$ cat src/rtl/irq_entry_pkg.sv
package irq_entry_pkg;

    typedef enum logic [1:0] {
        SEL_PEND = 2'd0,
        SEL_MASK = 2'd1,
        SEL_CTRL = 2'd2,
        SEL_BASE = 2'd3
    } csr_sel_e;

    typedef struct packed {
        logic gie;
        logic saved;
    } en_state_t;

    localparam int CTRL_GIE_BIT   = 0;
    localparam int CTRL_SAVED_BIT = 1;

endpackage

$ cat src/rtl/irq_pend_bank.sv
module irq_pend_bank #(
    parameter int NUM_LINES = 32
) (
    input  logic                 clk,
    input  logic                 rst_n,
    input  logic [NUM_LINES-1:0] req,
    input  logic                 clr_we,
    input  logic [NUM_LINES-1:0] clr_bits,
    output logic [NUM_LINES-1:0] pend
);

    typedef struct packed {
        logic [NUM_LINES-1:0] bits;
    } pend_state_t;

    pend_state_t st_d, st_q;

    // One cell per line: a high request sets the bit; a W1C write clears it,
    // except that a request in the same cycle wins.
    logic [NUM_LINES-1:0] cell_next;

    for (genvar i = 0; i < NUM_LINES; i++) begin : g_cell
        always_comb begin
            cell_next[i] = st_q.bits[i];
            if (clr_we && clr_bits[i]) begin
                cell_next[i] = 1'b0;
            end
            if (req[i]) begin
                cell_next[i] = 1'b1;
            end
        end
    end

    always_comb begin
        st_d      = st_q;
        st_d.bits = cell_next;
    end

    always_ff @(posedge clk or negedge rst_n) begin
        if (!rst_n) begin
            st_q <= '0;
        end else begin
            st_q <= st_d;
        end
    end

    assign pend = st_q.bits;

endmodule

$ cat src/rtl/irq_gate.sv
module irq_gate #(
    parameter int NUM_LINES = 32
) (
    input  logic                 clk,
    input  logic                 rst_n,
    input  logic                 mask_we,
    input  logic [NUM_LINES-1:0] mask_wdata,
    input  logic [NUM_LINES-1:0] pend,
    output logic [NUM_LINES-1:0] mask,
    output logic                 hit_any
);

    typedef struct packed {
        logic [NUM_LINES-1:0] en;
    } mask_state_t;

    mask_state_t st_d, st_q;

    always_comb begin
        st_d = st_q;
        if (mask_we) begin
            st_d.en = mask_wdata;
        end
    end

    always_ff @(posedge clk or negedge rst_n) begin
        if (!rst_n) begin
            st_q <= '0;
        end else begin
            st_q <= st_d;
        end
    end

    assign mask    = st_q.en;
    assign hit_any = |(pend & st_q.en);

endmodule

$ cat src/rtl/irq_ctrl.sv
module irq_ctrl
    import irq_entry_pkg::*;
(
    input  logic       clk,
    input  logic       rst_n,
    input  logic       hit_any,
    input  logic       ctrl_we,
    input  logic [1:0] ctrl_wdata,
    input  logic       eret,
    output logic       take,
    output logic       gie,
    output logic       saved
);

    en_state_t st_d, st_q;
    logic      take_w;

    assign take_w = st_q.gie && hit_any;

    // Priority: entry, then return, then software write.
    always_comb begin
        st_d = st_q;
        if (take_w) begin
            st_d.saved = st_q.gie;
            st_d.gie   = 1'b0;
        end else if (eret) begin
            st_d.gie = st_q.saved;
        end else if (ctrl_we) begin
            st_d.gie   = ctrl_wdata[CTRL_GIE_BIT];
            st_d.saved = ctrl_wdata[CTRL_SAVED_BIT];
        end
    end

    always_ff @(posedge clk or negedge rst_n) begin
        if (!rst_n) begin
            st_q <= '0;
        end else begin
            st_q <= st_d;
        end
    end

    assign take  = take_w;
    assign gie   = st_q.gie;
    assign saved = st_q.saved;

endmodule

$ cat src/rtl/irq_addr_gen.sv
module irq_addr_gen #(
    parameter int XLEN       = 32,
    parameter int ALIGN_BITS = 8,
    parameter int VEC_OFFSET = 'hC0
) (
    input  logic                       clk,
    input  logic                       rst_n,
    input  logic                       base_we,
    input  logic [XLEN-ALIGN_BITS-1:0] base_hi_wdata,
    input  logic                       take,
    input  logic [XLEN-1:0]            next_pc,
    output logic [XLEN-1:0]            base,
    output logic [XLEN-1:0]            target,
    output logic [XLEN-1:0]            epc_value,
    output logic [XLEN-1:0]            ret_target
);

    localparam int HI_W = XLEN - ALIGN_BITS;
    localparam logic [XLEN-1:0] VEC_OFF_V = XLEN'(VEC_OFFSET);

    typedef struct packed {
        logic [HI_W-1:0] base_hi;
        logic [XLEN-1:0] epc;
    } addr_state_t;

    addr_state_t st_d, st_q;

    always_comb begin
        st_d = st_q;
        if (base_we) begin
            st_d.base_hi = base_hi_wdata;
        end
        if (take) begin
            st_d.epc = next_pc;
        end
    end

    always_ff @(posedge clk or negedge rst_n) begin
        if (!rst_n) begin
            st_q <= '0;
        end else begin
            st_q <= st_d;
        end
    end

    // Base low bits are hard zero, so OR-ing the offset cannot carry.
    assign base       = {st_q.base_hi, {ALIGN_BITS{1'b0}}};
    assign target     = base | VEC_OFF_V;
    assign epc_value  = next_pc;
    assign ret_target = st_q.epc;

endmodule

$ cat src/rtl/irq_entry_unit.sv
module irq_entry_unit
    import irq_entry_pkg::*;
#(
    parameter int NUM_LINES  = 32,
    parameter int XLEN       = 32,
    parameter int ALIGN_BITS = 8,
    parameter int VEC_OFFSET = 'hC0
) (
    input  logic                 clk,
    input  logic                 rst_n,
    input  logic [NUM_LINES-1:0] irq_req,
    input  logic                 csr_we,
    input  logic [1:0]           csr_sel,
    input  logic [XLEN-1:0]      csr_wdata,
    output logic [XLEN-1:0]      csr_rdata,
    input  logic [XLEN-1:0]      next_pc,
    input  logic                 eret,
    output logic                 take_irq,
    output logic [XLEN-1:0]      take_target,
    output logic [XLEN-1:0]      epc_value,
    output logic [XLEN-1:0]      ret_target
);

    logic [NUM_LINES-1:0] pend_w;
    logic [NUM_LINES-1:0] mask_w;
    logic                 hit_w;
    logic                 gie_w;
    logic                 saved_w;
    logic [XLEN-1:0]      base_w;
    logic                 we_pend, we_mask, we_ctrl, we_base;

    assign we_pend = csr_we && (csr_sel == SEL_PEND);
    assign we_mask = csr_we && (csr_sel == SEL_MASK);
    assign we_ctrl = csr_we && (csr_sel == SEL_CTRL);
    assign we_base = csr_we && (csr_sel == SEL_BASE);

    irq_pend_bank #(.NUM_LINES(NUM_LINES)) u_pend (
        .clk      (clk),
        .rst_n    (rst_n),
        .req      (irq_req),
        .clr_we   (we_pend),
        .clr_bits (csr_wdata[NUM_LINES-1:0]),
        .pend     (pend_w)
    );

    irq_gate #(.NUM_LINES(NUM_LINES)) u_gate (
        .clk        (clk),
        .rst_n      (rst_n),
        .mask_we    (we_mask),
        .mask_wdata (csr_wdata[NUM_LINES-1:0]),
        .pend       (pend_w),
        .mask       (mask_w),
        .hit_any    (hit_w)
    );

    irq_ctrl u_ctrl (
        .clk        (clk),
        .rst_n      (rst_n),
        .hit_any    (hit_w),
        .ctrl_we    (we_ctrl),
        .ctrl_wdata (csr_wdata[1:0]),
        .eret       (eret),
        .take       (take_irq),
        .gie        (gie_w),
        .saved      (saved_w)
    );

    irq_addr_gen #(
        .XLEN       (XLEN),
        .ALIGN_BITS (ALIGN_BITS),
        .VEC_OFFSET (VEC_OFFSET)
    ) u_addr (
        .clk           (clk),
        .rst_n         (rst_n),
        .base_we       (we_base),
        .base_hi_wdata (csr_wdata[XLEN-1:ALIGN_BITS]),
        .take          (take_irq),
        .next_pc       (next_pc),
        .base          (base_w),
        .target        (take_target),
        .epc_value     (epc_value),
        .ret_target    (ret_target)
    );

    always_comb begin
        csr_rdata = '0;
        case (csr_sel)
            SEL_PEND: csr_rdata[NUM_LINES-1:0] = pend_w;
            SEL_MASK: csr_rdata[NUM_LINES-1:0] = mask_w;
            SEL_CTRL: begin
                csr_rdata[CTRL_GIE_BIT]   = gie_w;
                csr_rdata[CTRL_SAVED_BIT] = saved_w;
            end
            default:  csr_rdata = base_w;
        endcase
    end

endmodule

$ cat config.mk
export PLATFORM = sky130hd
export DESIGN_NAME = irq_entry_unit
export DESIGN_NICKNAME = d
export VERILOG_FILES = /design/src/rtl/irq_entry_pkg.sv /design/src/rtl/irq_pend_bank.sv /design/src/rtl/irq_gate.sv /design/src/rtl/irq_ctrl.sv /design/src/rtl/irq_addr_gen.sv /design/src/rtl/irq_entry_unit.sv
export SDC_FILE = /design/constraint.sdc
export NUM_CORES = 1
export LEC_CHECK = 0
export ABC_AREA = 1
export BUFFER_PORTS_ARGS = -buffer_cell sky130_fd_sc_hd__buf_2
export CAP_MARGIN = 20
export CELL_PAD_IN_SITES_DETAIL_PLACEMENT = 0
export CELL_PAD_IN_SITES_GLOBAL_PLACEMENT = 1
export CORE_MARGIN = 2
export CORE_UTILIZATION = 39
export DETAILED_ROUTE_END_ITERATION = 16
export PLACE_DENSITY_LB_ADDON = 0.1
export SLEW_MARGIN = 20
export SYNTH_ARGS = -nofsm -noshare
export SYNTH_HDL_FRONTEND = slang
export SYNTH_HIERARCHICAL = 1
export SYNTH_SLANG_ARGS = --single-unit
$ cat constraint.sdc
create_clock -name clk -period 3.9 [get_ports clk]
set_clock_uncertainty 0.2 [all_clocks]
set_input_delay 0.39 -clock clk [delete_from_list [all_inputs] [get_ports clk]]
set_output_delay 0.39 -clock clk [all_outputs]
set_load 0.02 [all_outputs]
# == After elaboration in Yosys (flattened, before gate mapping) ==
# Index checks and enable logic that the tools add are counted.
# totals
out_inout_bits,129
regBits,122
elab_cells,186
# classes
reduce_logical,74
n_eq_ne,4
muxes,70
n_bitwise,1
# ops
cell,count
$pmux 30 s3,1
$mux 1,66
$reduce_bool 2->1,33
$logic_and 1x1->1,37
$and 32x32->32,1
$reduce_or 32->1,1
$pmux 2 s3,1
$eq 2x2->1 const B,2
$mux 2,2
$reduce_bool 3->1,1
$eq 2x1->1 const B,1
$logic_not 2->1,1
$ne 2x1->1 const B,1
$reduce_and 2->1,1

# == Longest topological paths before layout ==
# Gate-level depths: netlist of the first run.
# logic_depth
ltp_word,5
depth_mapped,13
mapped_depth_nobuf,11

# == Hierarchy ==
# Netlist of the first run, hierarchy kept.
# by_module_without_submodules
mod,instances,seq_area_each_um2,cells_per_inst,area_per_inst_um2
irq_addr_gen,1,1401.3,312,2805.2
irq_gate,1,800.8,131,1581.5
irq_pend_bank,1,800.8,163,1315.0
irq_entry_unit,1,0.0,152,720.7
irq_ctrl,1,50.0,16,106.4

# == Worst setup path before layout of the first run ==
# OpenSTA, ideal clock, no wires.
# synth_timing
path_type,input port to flip-flop
startpoint,input port csr_sel[0]
endpoint,"register u_gate.st_q, in the netlist u_gate/mask[0]"
cell_stages,6
t_arrival_ns,1.404
setup_slack_ns,2.171
n_path_buf,3
cell_sequence,buf_4 > inv_4 > nor3_1 > buf_6 > buf_12 > mux2_4
# synth_via
elab_chain_cells,2
# synth_rtl
element,line,source
"start, declared",irq_entry_unit.sv:13,"input logic [1:0] csr_sel,"
$eq 2x1->1,irq_entry_unit.sv:33,assign we_mask = csr_we && (csr_sel == SEL_MASK);
$logic_and 1x1->1,irq_entry_unit.sv:33,
named net we_mask,irq_entry_unit.sv:30,"logic we_pend, we_mask, we_ctrl, we_base;"
"end signal, assigned",irq_gate.sv:30,st_q <= st_d;
"end, declared",irq_gate.sv:17,"mask_state_t st_d, st_q;"
# The timed path passes the listed nets, and every way through them passes these cells.
# A chain may end at the register's enable or synchronous reset.

# == Worst setup path in the final report of the first run ==
# layout_timing
startpoint,input port csr_sel[1]
endpoint,output port csr_rdata[6]
# layout_via
elab_chain_cells,2
elab_cells_between_ends,4
classes_between,2 x eq/ne; 1 x mux; 1 x reduce/logical
# layout_rtl
element,line,source
$eq 2x2->1 (tied with other cells),irq_entry_unit.sv:87,case (csr_sel)
$pmux 30 s3 *,irq_entry_unit.sv:87,
"end, declared",irq_entry_unit.sv:15,"output logic [XLEN-1:0] csr_rdata,"
# Every way passes the cells marked *; elsewhere a longest branch is shown, timed or not.

==> impl_metrics.ini, run 1 <==
[setup_path]
required_ns = 3.31
worstPathArrival_ns = 1.80
cp-start-kind = input pin
crit_chain = buf_2 > nor2_4 > nand2_1 > nand3_1 > buf_2
cp_slowest_cell = nor2_4
crit_top_cell = buf_2
worstSetupPathType = in2out
crit_path_max_incr_delay_ns = 0.75
cp-end-kind = primary output
cp_max_fo = 32

[die]
rows = 47
initial_core_util_pct = 39.7
io_pins = 231
core-area_um2 = 16500
die_h_um = 133
dieArea_um2 = 17800
dieWidth_um = 133

[finish]
design_area_um2 = 8440
nets = 1106
fillCellCount = 1662
antenna_cells = 0
fin_util_pct = 51.3
area_delta_synth_final_pct = 29.3
drive_gt1_share_pct = 31.4

[yosys]
synth_compound_area_share_pct = 0.0767
ys_ff_latch = 122
syn-instance-count = 774
synth_xor_area_share_pct = 0
yosysWarnings = 6
syn_area_per_cell_um2 = 8.44
synth_area_um2 = 6530
synth_simple_gate_area_share_pct = 29.2
muxShareOfSynthArea_pct = 7.24
synthAdderAreaFrac_pct = 0
yosysSeqAreaShare_pct = 46.8
yosysUniqueCellTypes = 22
synth_top_family_by_area = simple AND/OR/NAND/NOR gates

[clock_tree]
cts_buffers = 17
ctsHtreeMaxLevel = 4
cts_tree = built
cts_hold_buf = 72
clock-sinks = 122
cts_buffer_depth = 2
clk_pin_slew_ns = 0.05
insertion_delay_ns = 0.41
cts_setup_buffers = 0
ctsRootBufferMaster = clkbuf_16
post_cts_resized = 0

[placed_design]
place_ws_ns = 1.49
detailed_place_hpwl_mm = 11.7
gp_routability_congestion = 0.812
port-buffer-count = 222
place_area_um2 = 7120

[sta]
slew_viol_final = 0
rsz0062_at_grt = false
fmax_mhz = 419
finalCritPeriodShare_pct = 61.3
relSlewSlack_pct = 38.5
hold_violations = 0
fin_crit_ns = 2.39
worst_slew_pin_slew_ns = 0.920
setup_ws_ns = 1.51
tns_ns = 0
setup_viol = 0

[routing]
drt_pre_antenna_iters = 4
antenna_left = 0
post_drt_wl_per_cell_um = 14.2
vias_per_cell = 4.47
drtIter0Drc = 290
vias = 5526
drcViolationCount = 0
finalWirelength_mm = 17.6

[power]
ir_drop_v = 0.000347
p_leak_nw = 4.66
power_density_nw_per_um2 = 569

[run]
cap_violations = 0

[grt]
antenna_found_initial = 0
grt_start_max_net_pins = 67
grt.overflow.total = 0
grt_first_pass_wirelength_mm = 27.9
grt_pass1_vias = 5435
track_usage_pct = 20.1

[outcome]
run_status = complete, no violations

[min_path]
min_path_type = in2reg
==> cells in the mapped netlist <==
master / count / area (um2)
buf_12: 4 / 80.1
buf_4: 76 / 571
buf_6: 17 / 191
buf_8: 1 / 15.0
clkbuf_8: 4 / 55.1
conb_1: 2 / 7.51
dfrtp_1: 122 / 3050
inv_1: 37 / 139
inv_2: 1 / 3.75
inv_4: 1 / 6.26
inv_8: 2 / 22.5
mux2_2: 2 / 22.5
mux2_4: 30 / 450
nand2_1: 396 / 1490
nand2_2: 19 / 119
nand3_1: 38 / 190
nand4_1: 2 / 12.5
nor2_1: 14 / 52.6
nor2_4: 1 / 11.3
nor2_8: 1 / 20.0
nor3_1: 3 / 15.0
o21ai_0: 1 / 5.00
==> per-stage QoR <==
stage                     hold slack, ns  cells  total power (W)
after CTS                      0.0000936   1237          0.00488
after floorplan                   -0.106    788          0.00285
after detailed placement           0.253   1133          0.00319
after global routing              0.0158   1237          0.00509
after global placement             0.250   1133          0.00317
final                             0.0136   1237          0.00481
==> power by group <==
part,internal (W),switching [W]
Sequential,0.00155,0.000193
Clock,0.00103,0.000564
Combinational,0.000538,0.000927
==> path summary, 6_finish.rpt <==
| check | from | end | slack (ns) | cells past startpoint |
|---|---|---|---|---|
| min reg2reg | u_addr/ret_target[23] | u_addr/ret_target[23] | 0.27 | 2 |
| max reg2reg | u_pend/pend[21] | u_addr/ret_target[5] | 1.77 | 12 |
| max | csr_sel[1] | csr_rdata[6] | 1.51 | 5 |
| min in group asynchronous | rst_n | u_addr/base[25] | 0.40 | 2 |
| min | next_pc[14] | u_addr/ret_target[14] | 0.01 | 3 |
| max in group asynchronous | rst_n | u_addr/ret_target[10] | 2.29 | 3 |
==> cells by family after synthesis <==
kind of cell           Yosys count
AO/OA/AOI/OAI                    1
buffers and inverters          143
flip-flops                     122
multiplexers                    32
other                            2
AND/OR/NAND/NOR                474
==> metal layers <==
metal	wire (um)	share of wire [%]	vias up	track usage (%)
li1	-	-	2722	-
met1	7960	45	2628	26.5
met2	8570	49	157	33.2
met3	841	4.8	19	4.68
met4	247	1.4	0	5.61
met5	0	0	-	0
==> critical path: cells and delay by family <==
family,cells,cell delay [ns]
buf+inv,2,0.38
simple gates,3,1.02
==> sequential cells by signal, indices dropped and copies added (netlist names) <==
name,cells
u_addr/base,24
u_addr/ret_target,32
u_ctrl/gie,1
u_ctrl/saved,1
u_gate/mask,32
u_pend/pend,32
==> layout by cell type (no fill, tap or decap), drive strengths merged, types with 2 or more instances in the layout <==
cell type	n
nand4	2
dlygate4sd3	72
mux2	32
dfrtp	122
nand2	415
nor2	16
bufinv	3
clkbuf	19
conb	16
clkinvlp	4
inv	41
clkinv	6
nand3	38
nor3	3
buf	227
==> area by class of cell <==
type / instances / area (um2) / area share (%)
sequential: 122 / 3050 / 36.2
clock inverter: 13 / 150 / 1.78
multi-input combinational: 523 / 2460 / 29.1
clock buffer: 19 / 453 / 5.36
tap: 220 / 275 / 3.26
timing repair buffer: 299 / 1880 / 22.3
inverter: 41 / 171 / 2.03
(Power assumes the default switching activity.)
==> inputs of run 2 (changes only) <==
- ABC_AREA: 1 -> 0
- clock period: 3.9 -> 2.5 ns (I/O delays scaled with it)
==> impl_metrics.ini, run 2 <==
[grt]
track_usage_pct = 19.7
grt_pass1_vias = 4898
grt_start_max_net_pins = 49
grt_first_pass_wirelength_mm = 25.3
antenna_found_initial = 0
grt.overflow.total = 0

[routing]
finalWirelength_mm = 16.7
drt_pre_antenna_iters = 4
vias = 4685
vias_per_cell = 4.67
drtIter0Drc = 108
drcViolationCount = 0
antenna_left = 0
post_drt_wl_per_cell_um = 16.7

[finish]
drive_gt1_share_pct = 47.3
design_area_um2 = 8970
regArea_um2 = 3050
fillCellCount = 1374
multi_input_area_um2 = 2520
nets = 877
layout_commonest_cell = buf_2
antenna_cells = 0
final_cell_mix = buf_2 (220), dlygate4sd3_1 (130), dfrtp_1 (122), mux2_4 (50), mux2_2 (36)
area_delta_synth_final_pct = 43.3

[setup_path]
required_ns = 2.05
path_buf_inv = 1
worstPathArrival_ns = 2.07
ff2ff_setup_slack_ns = 0.05
cp-start-kind = register
worstSetupPathType = reg2out
cp_max_fo = 3
setup.worst_path.start = u_pend/pend[23]
r2r-start = u_pend/pend[23]
rr_worst_depth = 7
cp_slowest_cell = or4_4
timing.rr.end = u_addr/ret_target[17]
crit_chain = a22oi_2 > nand4_1 > or4_4 > and2_4 > buf_8
crit_path_max_incr_delay_ns = 0.56
cp-end-kind = primary output
crit_family = simple AND/OR/NAND/NOR gates

[die]
dieWidth_um = 131
initial_core_util_pct = 39.7
rows = 46
io_pins = 231
dieArea_um2 = 17100
core-area_um2 = 15800
die_h_um = 131

[yosys]
synth_top_area_cell = dfrtp_1
synth_area_um2 = 6260
synth_compound_area_share_pct = 10.2
yosysWarnings = 6
synth_edf_count = 0
muxShareOfSynthArea_pct = 24.5
yosysUniqueCellTypes = 30
yosysSeqAreaShare_pct = 48.7
yosysMostFrequentCell = dfrtp_1
ys_async_sr_fraction_pct = 100
synthAdderAreaFrac_pct = 0
synth_flop_cell = dfrtp_1
synth.area.top_cells = dfrtp_1 (49%), mux2_4 (12%), buf_4 (9.0%)
synth_top_family_by_area = multiplexers
ys_ff_latch = 122
synth_commonest_cells = dfrtp_1 (122), buf_4 (75), mux2_4 (50), mux2_2 (36), nand2_1 (33)
yosysTopAreaCellShare_pct = 48.7
synth_xor_area_share_pct = 0
synth_simple_gate_area_share_pct = 3.50
syn-instance-count = 470
syn_area_per_cell_um2 = 13.3

[clock_tree]
ctsRootBufferMaster = clkbuf_16
cts_buffers = 17
clock-sinks = 122
cts_buffer_depth = 2
clk_pin_slew_ns = 0.05
cts_tree = built
insertion_delay_ns = 0.41
ctsHtreeMaxLevel = 4

[sta]
relSlewSlack_pct = 63.8
setup_viol = 1
finalCritPeriodShare_pct = 101
hold_violations = 0
slew_viol_final = 0
fin_crit_ns = 2.52
worst_slew_pin_slew_ns = 0.543
rsz0062_at_grt = true
setup_ws_ns = -0.0151
whs_ns = 0.105
fmax_mhz = 398

[placed_design]
detailed_place_hpwl_mm = 11.1
port-buffer-count = 222
place_ws_ns = 0.0210
place_area_um2 = 7040
gp_routability_congestion = 0.789

[power]
pwr-share-clk_pct = 29.7
p_leak_nw = 4.09
power_density_nw_per_um2 = 854
intPower_w = 0.00520
seqPwrFrac_pct = 35.9
p_comb_share_pct = 34.4
total_power_w = 0.00767
netSwitchingFraction_pct = 32.1
ir_drop_v = 0.000479
switchingPower_w = 0.00246

[outcome]
violations = setup timing
run_status = complete, but fails checks

[min_path]
min_path_type = in2async

[run]
cap_violations = 0
## run 2: changes by cell type after synthesis, sizes merged, moves of 15 or more
cell     before  now
a21o          0   32
a22oi         0   16
inv          41    1
mux2         32   88
mux2i         0   31
nand2       415   33
nand3        38    0
nor2         16    1
o2bb2ai       0   30
## run 2: metal layers
metal	share of wire (%)	track usage [%]
met5	0	0
met1	43	23.8
met2	50	34.1
met3	6.2	5.78
met4	1.2	5.82
## run 2: metrics by stage
step / std cells / setup TNS, ns / utilization [%]
global placement: 839 / 0 / 44.7
floorplan: 484 / 0 / -
global route: 1003 / -0.0676 / 56.9
detailed placement: 839 / 0 / 44.7
CTS: 1003 / -0.0908 / 56.9
finish: 1003 / -0.0151 / 56.9
## run 2: cells by family after synthesis
group | after synthesis
AOI/OAI and AO/OA | 80
buffers and inverters | 98
DFF | 122
muxes | 121
other | 2
and+or+nand+nor | 47
## run 2: power groups by stage
stage | clock [W] | combinational [W] | sequential, W
2_1_floorplan | 0 | 0.00159 | 0.00306
3_3_place_gp | 0 | 0.00244 | 0.00276
3_5_place_dp | 0 | 0.00247 | 0.00277
4_1_cts | 0.00233 | 0.00269 | 0.00275
5_1_grt | 0.00243 | 0.00281 | 0.00281
6_report | 0.00228 | 0.00264 | 0.00275
## run 2: layout make-up
class	instances	share of cell area, %
clock buffers	23	5.33
clock inverters	8	0.781
inverters	1	0.0418
multi-input cells	264	28.1
flip-flops and latches	122	34.0
well taps	216	3.01
repair buffers	369	28.7
## run 2: how the worst max path moves through the flow
stage                                  endpoint  slack, ns  cells past startpoint
after floorplan           u_addr/ret_target[10]       0.20                      7
after global placement    u_addr/ret_target[23]       0.03                      6
after detailed placement  u_addr/ret_target[27]       0.02                      6
after CTS                              take_irq      -0.09                      6
after global routing                   take_irq      -0.07                      5
final                                  take_irq      -0.02                      5
## run 2: what timing repair did
action	CTS	global route
hold endpoints to repair	223	0
hold buffers	130	0
buffers inserted	3	1
endpoints found under the setup margin	1	18
gates resized for setup	14	2
pin swaps	7	5
